## src/rtl/intc_err_status.sv

```systemverilog
module intc_err_status #(
  parameter int ADDR_W = 32,
  parameter int DATA_W = 32,
  parameter int VEC_W = 8,
  parameter int VEC_ILLEGAL_MAX = 15,
  parameter logic [7:0] ESR_SLOT = 8'h28,
  parameter logic [7:0] ICR_SLOT = 8'h30,
  parameter logic [7:0] SELF_SLOT = 8'h3F,
  parameter int ICR_FIELD_W = 20,
  parameter int SELF_FIELD_W = 8
) (
  input  logic                  clk,
  input  logic                  rst_n,
  input  logic                  ext_mode,
  input  logic [ADDR_W-1:0]     win_base,
  input  logic                  err_mask,
  input  logic                  reg_req,
  input  logic                  reg_wr,
  input  logic [ADDR_W-1:0]     reg_addr,
  input  logic [DATA_W-1:0]     reg_wdata,
  output logic [DATA_W-1:0]     reg_rdata,
  output logic                  fault,
  input  logic                  irq_in_valid,
  input  logic [VEC_W-1:0]      irq_in_vec,
  output logic                  deliver_valid,
  output logic [VEC_W-1:0]      deliver_vec,
  output logic [(1<<VEC_W)-1:0] irr_set,
  output logic                  cmd_valid,
  output logic [VEC_W-1:0]      cmd_vec,
  output logic                  cmd_self,
  output logic                  err_irq
);
  localparam int PAGE_LSB = 12;
  localparam int SLOT_LSB = 4;
  localparam int NVEC = 1 << VEC_W;
  localparam int ST_LSB = 5;
  localparam int ST_W = 3;
  localparam logic [VEC_W-1:0] VMAX = VEC_W'(VEC_ILLEGAL_MAX);

  logic [ST_W-1:0] pend, esr, new_err;
  logic [PAGE_LSB-SLOT_LSB-1:0] slot;
  logic hit, is_esr, is_icr, is_self, rsvd_slot, icr_rsvd, self_rsvd;
  logic flt_now, send_wr, esr_clr, vec_bad, in_bad;

  assign hit       = reg_req && (reg_addr[ADDR_W-1:PAGE_LSB] == win_base[ADDR_W-1:PAGE_LSB]);
  assign slot      = reg_addr[PAGE_LSB-1:SLOT_LSB];
  assign is_esr    = slot == ESR_SLOT;
  assign is_icr    = slot == ICR_SLOT;
  assign is_self   = ext_mode && slot == SELF_SLOT;
  assign rsvd_slot = !(is_esr || is_icr || is_self);
  assign icr_rsvd  = |reg_wdata[DATA_W-1:ICR_FIELD_W];
  assign self_rsvd = |reg_wdata[DATA_W-1:SELF_FIELD_W];
  assign vec_bad   = reg_wdata[VEC_W-1:0] <= VMAX;
  assign in_bad    = irq_in_vec <= VMAX;

  assign flt_now = hit && ext_mode &&
                   (rsvd_slot ||
                    (reg_wr && is_esr && |reg_wdata) ||
                    (reg_wr && is_icr && icr_rsvd) ||
                    (reg_wr && is_self && self_rsvd));
  assign send_wr = hit && reg_wr && !flt_now && (is_icr || is_self);
  assign esr_clr = hit && reg_wr && is_esr && !flt_now;

  assign new_err[0] = send_wr && vec_bad;
  assign new_err[1] = irq_in_valid && in_bad;
  assign new_err[2] = hit && !ext_mode && rsvd_slot;

  assign reg_rdata = (hit && !reg_wr && is_esr)
                   ? {{(DATA_W-ST_LSB-ST_W){1'b0}}, esr, {ST_LSB{1'b0}}} : '0;
  assign irr_set   = deliver_valid ? ({{(NVEC-1){1'b0}}, 1'b1} << deliver_vec) : '0;

  always_ff @(posedge clk or negedge rst_n) begin
    if (!rst_n) begin
      pend          <= '0;
      esr           <= '0;
      fault         <= 1'b0;
      err_irq       <= 1'b0;
      deliver_valid <= 1'b0;
      deliver_vec   <= '0;
      cmd_valid     <= 1'b0;
      cmd_vec       <= '0;
      cmd_self      <= 1'b0;
    end else begin
      fault         <= flt_now;
      err_irq       <= |(new_err & ~pend) && !err_mask;
      deliver_valid <= irq_in_valid && !in_bad;
      deliver_vec   <= (irq_in_valid && !in_bad) ? irq_in_vec : '0;
      cmd_valid     <= send_wr && !vec_bad;
      cmd_vec       <= (send_wr && !vec_bad) ? reg_wdata[VEC_W-1:0] : '0;
      cmd_self      <= send_wr && !vec_bad && is_self;
      if (esr_clr) begin
        esr  <= pend;
        pend <= new_err;
      end else begin
        pend <= pend | new_err;
      end
    end
  end

  a_r1_no_illegal_delivery: assert property (@(posedge clk) disable iff (!rst_n)
    deliver_valid |-> deliver_vec > VMAX);
  a_r2_no_illegal_command: assert property (@(posedge clk) disable iff (!rst_n)
    cmd_valid |-> cmd_vec > VMAX);
  a_r5_fault_only_extended: assert property (@(posedge clk) disable iff (!rst_n)
    fault |-> $past(ext_mode));
  a_r9_mask_blocks_request: assert property (@(posedge clk) disable iff (!rst_n)
    err_irq |-> !$past(err_mask));
  a_r8_publish_pending: assert property (@(posedge clk) disable iff (!rst_n)
    esr_clr |=> esr == $past(pend));
  a_r10_outside_silent: assert property (@(posedge clk) disable iff (!rst_n)
    (reg_req && !hit && !irq_in_valid) |=> !fault && !cmd_valid && !err_irq);
  a_r1_irr_matches_delivery: assert property (@(posedge clk) disable iff (!rst_n)
    $countones(irr_set) == (deliver_valid ? 1 : 0));
endmodule

```

## config.mk

```make
export PLATFORM = sky130hd
export DESIGN_NAME = intc_err_status
export DESIGN_NICKNAME = d
export VERILOG_FILES = /design/src/rtl/intc_err_status.sv
export SDC_FILE = /design/constraint.sdc
export NUM_CORES = 1
export LEC_CHECK = 0
export ABC_AREA = 1
export ABC_CLOCK_PERIOD_IN_PS = 1800
export CORE_AREA = 4 4 160 162
export DETAILED_ROUTE_END_ITERATION = 7
export DIE_AREA = 0 0 164 166
export DONT_BUFFER_PORTS = 1
export PLACE_DENSITY = 0.41
export REMOVE_ABC_BUFFERS = 1
export SLEW_MARGIN = 20
export SYNTH_ARGS = -nofsm -noshare
export SYNTH_HDL_FRONTEND = slang
export SYNTH_SLANG_ARGS = --single-unit
```

## constraint.sdc

```tcl
create_clock -name clk -period 1.8 [get_ports clk]
set_input_delay 0.27 -clock clk [delete_from_list [all_inputs] [get_ports clk]]
set_output_delay 0.27 -clock clk [all_outputs]
set_load 0.01 [all_outputs]
```

# Word-level counts from Yosys, hierarchy flattened
# Index checks and enable logic that the tools add are counted.
# W data, S select, Z words.
totals:
  elab_cells: 66
  reg_bits: 27
  input_bits: 111
op_classes:
  magnitude_cmp: 2
  n_bitwise: 3
  n_reduce_logical: 42
  shifts: 1
  muxes: 5
  n_eq_ne: 4
op_table:
  columns: ["cell", "count"]
  rows:
  - ["$mux W256", 1]
  - ["$shl A1 B8 Y256 const A", 1]
  - ["$reduce_or A32 Y1", 1]
  - ["$logic_and A1 B1 Y1", 25]
  - ["$eq A8 B6 Y1 const B", 3]
  - ["$mux W8", 3]
  - ["$reduce_or A24 Y1", 1]
  - ["$eq A20 B20 Y1", 1]
  - ["$le A8 B4 Y1 const B", 2]
  - ["$reduce_or A12 Y1", 1]
  - ["$logic_not A1 Y1", 7]
  - ["$logic_or A1 B1 Y1", 6]
  - ["$and A3 B3 Y3", 1]
  - ["$mux W3", 1]
  - ["$not A3 Y3", 1]
  - ["$or A3 B3 Y3", 1]
  - ["$reduce_or A3 Y1", 1]

# Logic depth before layout (Yosys ltp)
depth:
  depth_word: 15
  ltp_mapped: 15

# Worst setup path after synthesis
# OpenSTA, ideal clock, no wires.
synth_path:
  path_type: "register to output"
  startpoint: "register deliver_vec[6]"
  endpoint: "output port irr_set[163]"
  slack_ns: 0.131
  stages_incl_launch_ff: 6
  path_buffers: 2
  arrival_time_ns: 1.399
  path_cell_list: "dfrtp_1 inv_1 clkbuf_1 clkbuf_1 nand4_1 nor2_1"
synth_between:
  elab_chain_cells: 2
synth_rtl:
  columns: ["element", "line_no", "text"]
  rows:
  - ["start: declaration", "26", "output logic [VEC_W-1:0] deliver_vec,"]
  - ["start signal: assignment", "87", "deliver_vec <= (irq_in_valid && !in_bad) ? irq_in_vec : '0;"]
  - ["$shl A1 B8 Y256", "70", "assign irr_set = deliver_valid ? ({{(NVEC-1){1'b0}}, 1'b1} << deliver_vec) : '0;"]
  - ["$mux W256", "70", null]
  - ["end: declaration", "27", "output logic [(1<<VEC_W)-1:0] irr_set,"]
# Every way passes these cells.

# Worst setup path in the final report
layout_path:
  startpoint: "register deliver_vec[1]"
  endpoint: "output port irr_set[37]"
# The elaborated chain is that of the path after synthesis.

==> impl_metrics.csv <==
group,metric,value,unit
run_status,status,"complete, but fails checks",
critical_path,setup.worst_path.class,"reg -> out",
cells_and_area,diodes,0,
critical_path,critPathLaunchType,"register",
clocking,clockBufferDepth,2,
timing,finalSetupViolations,256,
placed_design,hpwlAfterDp,16300,µm
routing,routed_wirelength,22600,µm
synth,synthArstFlopShare,100,%
critical_path,worstPathCellList,"inv_2, buf_12, nand3_4, nor2_4, buf_6, nand4_1, nor2_1, buf_4",
cells_and_area,instances_no_fill,1192,
routing,ant_nets,0,
routing,drt-vias-per-instance,4.62,
die,core-area,0.0241,mm²
synth,synth_most_common_cell,"nor2_1",
synth,synthTopCellsByCount,"nor2_1 (320), nand4_1 (98), nand2_1 (90)",
run_status,violations,"negative setup slack",
timing,slew_headroom,62.5,%
pwr,p_per_area,293,mW/mm²
cells_and_area,final_nets,980,
cells_and_area,nFillCells,2679,
cells_and_area,post-route-util,29.3,%
clocking,cts_root_buf,"clkbuf_16",
die,dieArea,0.0272,mm²
cells_and_area,area_growth,71.8,%
pwr,p_total,2.07,mW
die,ios,420,
placed_design,dpl.cell_count,1164,
placed_design,port_buffers,0,
synth,synth_cells,797,
cells_and_area,seqCellArea,682,µm²
die,fp.dieW,164,µm
placed_design,dpl_worst_slack,0.404,ps
synth,ys_seq_area_share,16.4,%
cells_and_area,finish.instance_area,0.00706,mm²
timing,worst_slew_pin_slew,563,ps
timing,fmax,492,MHz
clocking,cts_num_sinks,27,
run,maxCapViolations,0,
placed_design,placed_cell_area,0.00516,mm²
global_route,grt_pass1_wl,31300,µm
clocking,clkLatencyLatePin,260,ps
critical_path,cp.arrival,1760,ps
global_route,antenna_found_initial,0,
die,floorplan.initialDensity,17.1,%
critical_path,slowest_delay,420,ps
hold_path,hp-class,"in -> reg",
critical_path,crit_fanout,8,
timing,rsz0062_at_grt,"yes",
synth,ys_ff_latch,27,
synth,synth_ff_type,"dfrtp_1",
routing,remaining_drc_errors,0,
die,num_rows,57,
pwr,ir_drop,0.354,mV
routing,vias,5504,
timing,period_share,113,%
synth,yosysUniqueCellTypes,27,
critical_path,cp-end-kind,"output pin",
synth,yosys.area.top_type_share,29.2,%
clocking,tritoncts,"built",
critical_path,ff2ff_setup_slack,820,ps
synth,syn_area_per_cell,5.16,µm²
cells_and_area,final_layout_size_suffix_gt1_share,49.7,%
clocking,path_clk_slew,70,ps
synth,synth_edf_count,0,
routing,wl_per_cell,19.0,µm
timing,hold_ws,102,ps
synth,synthTopCellsByArea,"nor2_1 (29%), dfrtp_1 (16%), nand4_1 (15%), nand2_1 (8.2%), inv_1 (6.7%)",
timing,finClkSkew,3.77,ps
pwr,leakagePower,2.51,nW
timing,finalMaxSlewViolations,0,
cells_and_area,multi_input_area,0.00418,mm²
critical_path,slowest_stage,"dfrtp_1",
timing,hold_viol,0,
synth,netlist_area,0.00411,mm²
routing,drtIter0Drc,310,
global_route,grt_pass1_vias,5193,
global_route,overflow,0,
clocking,cts_made_buffers,3,
placed_design,gp_congestion,0.777,
timing,fin_ws,-231,ps
timing,fin_setup_tns,-31110,ps
routing,firstDrtPassIters,4,
global_route,grt_max_degree,79,
timing,layout_min_cycle_time,2030,ps
synth,synth_top_cell_by_area,"nor2_1",
critical_path,required,1530,ps
clocking,htree_levels,1,
global_route,track_usage,14.3,%
die,die_h,166,µm
synth,yosys_warnings,0,
-- cell usage in the layout, fill, tap and decap left out, types with 2 or more instances in the layout --
cell type | netlist | final
nand2_1 | 90 | 84
o21ai_1 | 4 | 4
dfrtp_1 | 27 | 22
clkbuf_16 | 0 | 6
buf_4 | 29 | 82
conb_1 | 1 | 29
buf_6 | 0 | 35
nor3_1 | 10 | 8
nor2_1 | 320 | 109
nand3_1 | 45 | 9
inv_4 | 0 | 3
inv_1 | 73 | 68
buf_16 | 0 | 3
buf_12 | 0 | 11
inv_2 | 5 | 8
or2_1 | 2 | 2
nand2_2 | 4 | 8
nand3_2 | 1 | 4
nand2_4 | 1 | 3
nor2_4 | 2 | 84
nand3_4 | 1 | 34
nand4_1 | 98 | 98
dfrtp_2 | 0 | 5
nor2_2 | 10 | 139
-- logic make-up after synthesis --
family | Yosys count | synth area share, %
other cells | 1 | 0.0912
flops | 27 | 16.4
compound gates | 5 | 0.639
buf+inv | 176 | 18.8
xor+xnor | 1 | 0.213
simple gates | 587 | 63.8
-- per-layer routing --
metal | routed length [µm] | part of all wire, % | vias to the layer above | track usage [%]
met5 | 0 | 0 | - | 0
met4 | 323 | 1.4 | 0 | 2.59
met3 | 2130 | 9.4 | 18 | 3.85
met2 | 11900 | 53 | 298 | 26.9
met1 | 8230 | 36 | 2566 | 16.1
li1 | - | - | 2622 | -
-- what timing repair did --
item,in CTS,in global routing
hold buffers,2,0
hold endpoints to repair,27,0
endpoints found under the setup margin,256,256
setup buffers,5,14
cloned,0,3
gates resized for setup,231,187
pin swaps,43,75
-- final cells by class --
cell class	instances	share of cell area [%]
multi-input combinational	622	59.1
timing repair buffer	136	20.0
sequential	27	9.65
tap	324	5.74
inverter	79	4.30
clock buffer	3	1.06
clock inverter	1	0.106
-- where the power goes --
| group | total (mW) | switching [mW] | internal [mW] |
|---|---|---|---|
| sequential | 0.648 | 0.0253 | 0.622 |
| combinational | 0.894 | 0.627 | 0.267 |
| clock | 0.529 | 0.226 | 0.303 |
| total | 2.07 | 0.879 | 1.19 |
-- flip-flops by register name, summed over array words and instances (netlist names), 3 cells and up --
signal / flops
pend: 3
esr: 3
deliver_vec: 8
cmd_vec: 8
-- critical path, delay by kind of cell, from the launching register on --
kind	cells	cell delay [ps]
buffers and inverters	4	530
flip-flops	1	420
AND/OR/NAND/NOR	4	550
-- final timing paths --
| check | startpoint | depth (start not counted) | endpoint |
|---|---|---|---|
| setup / recovery | deliver_vec[1] | 8 | irr_set[37] |
| hold / removal | reg_wdata[2] | 2 | cmd_vec[2] |
| min in group asynchronous | rst_n | 2 | fault |
| setup reg to reg | pend[1] | 3 | err_irq |
| hold reg to reg | pend[0] | 2 | pend[0] |
| max in group asynchronous | rst_n | 2 | deliver_vec[2] |
Note: power is estimated with default switching activity, not from simulation.
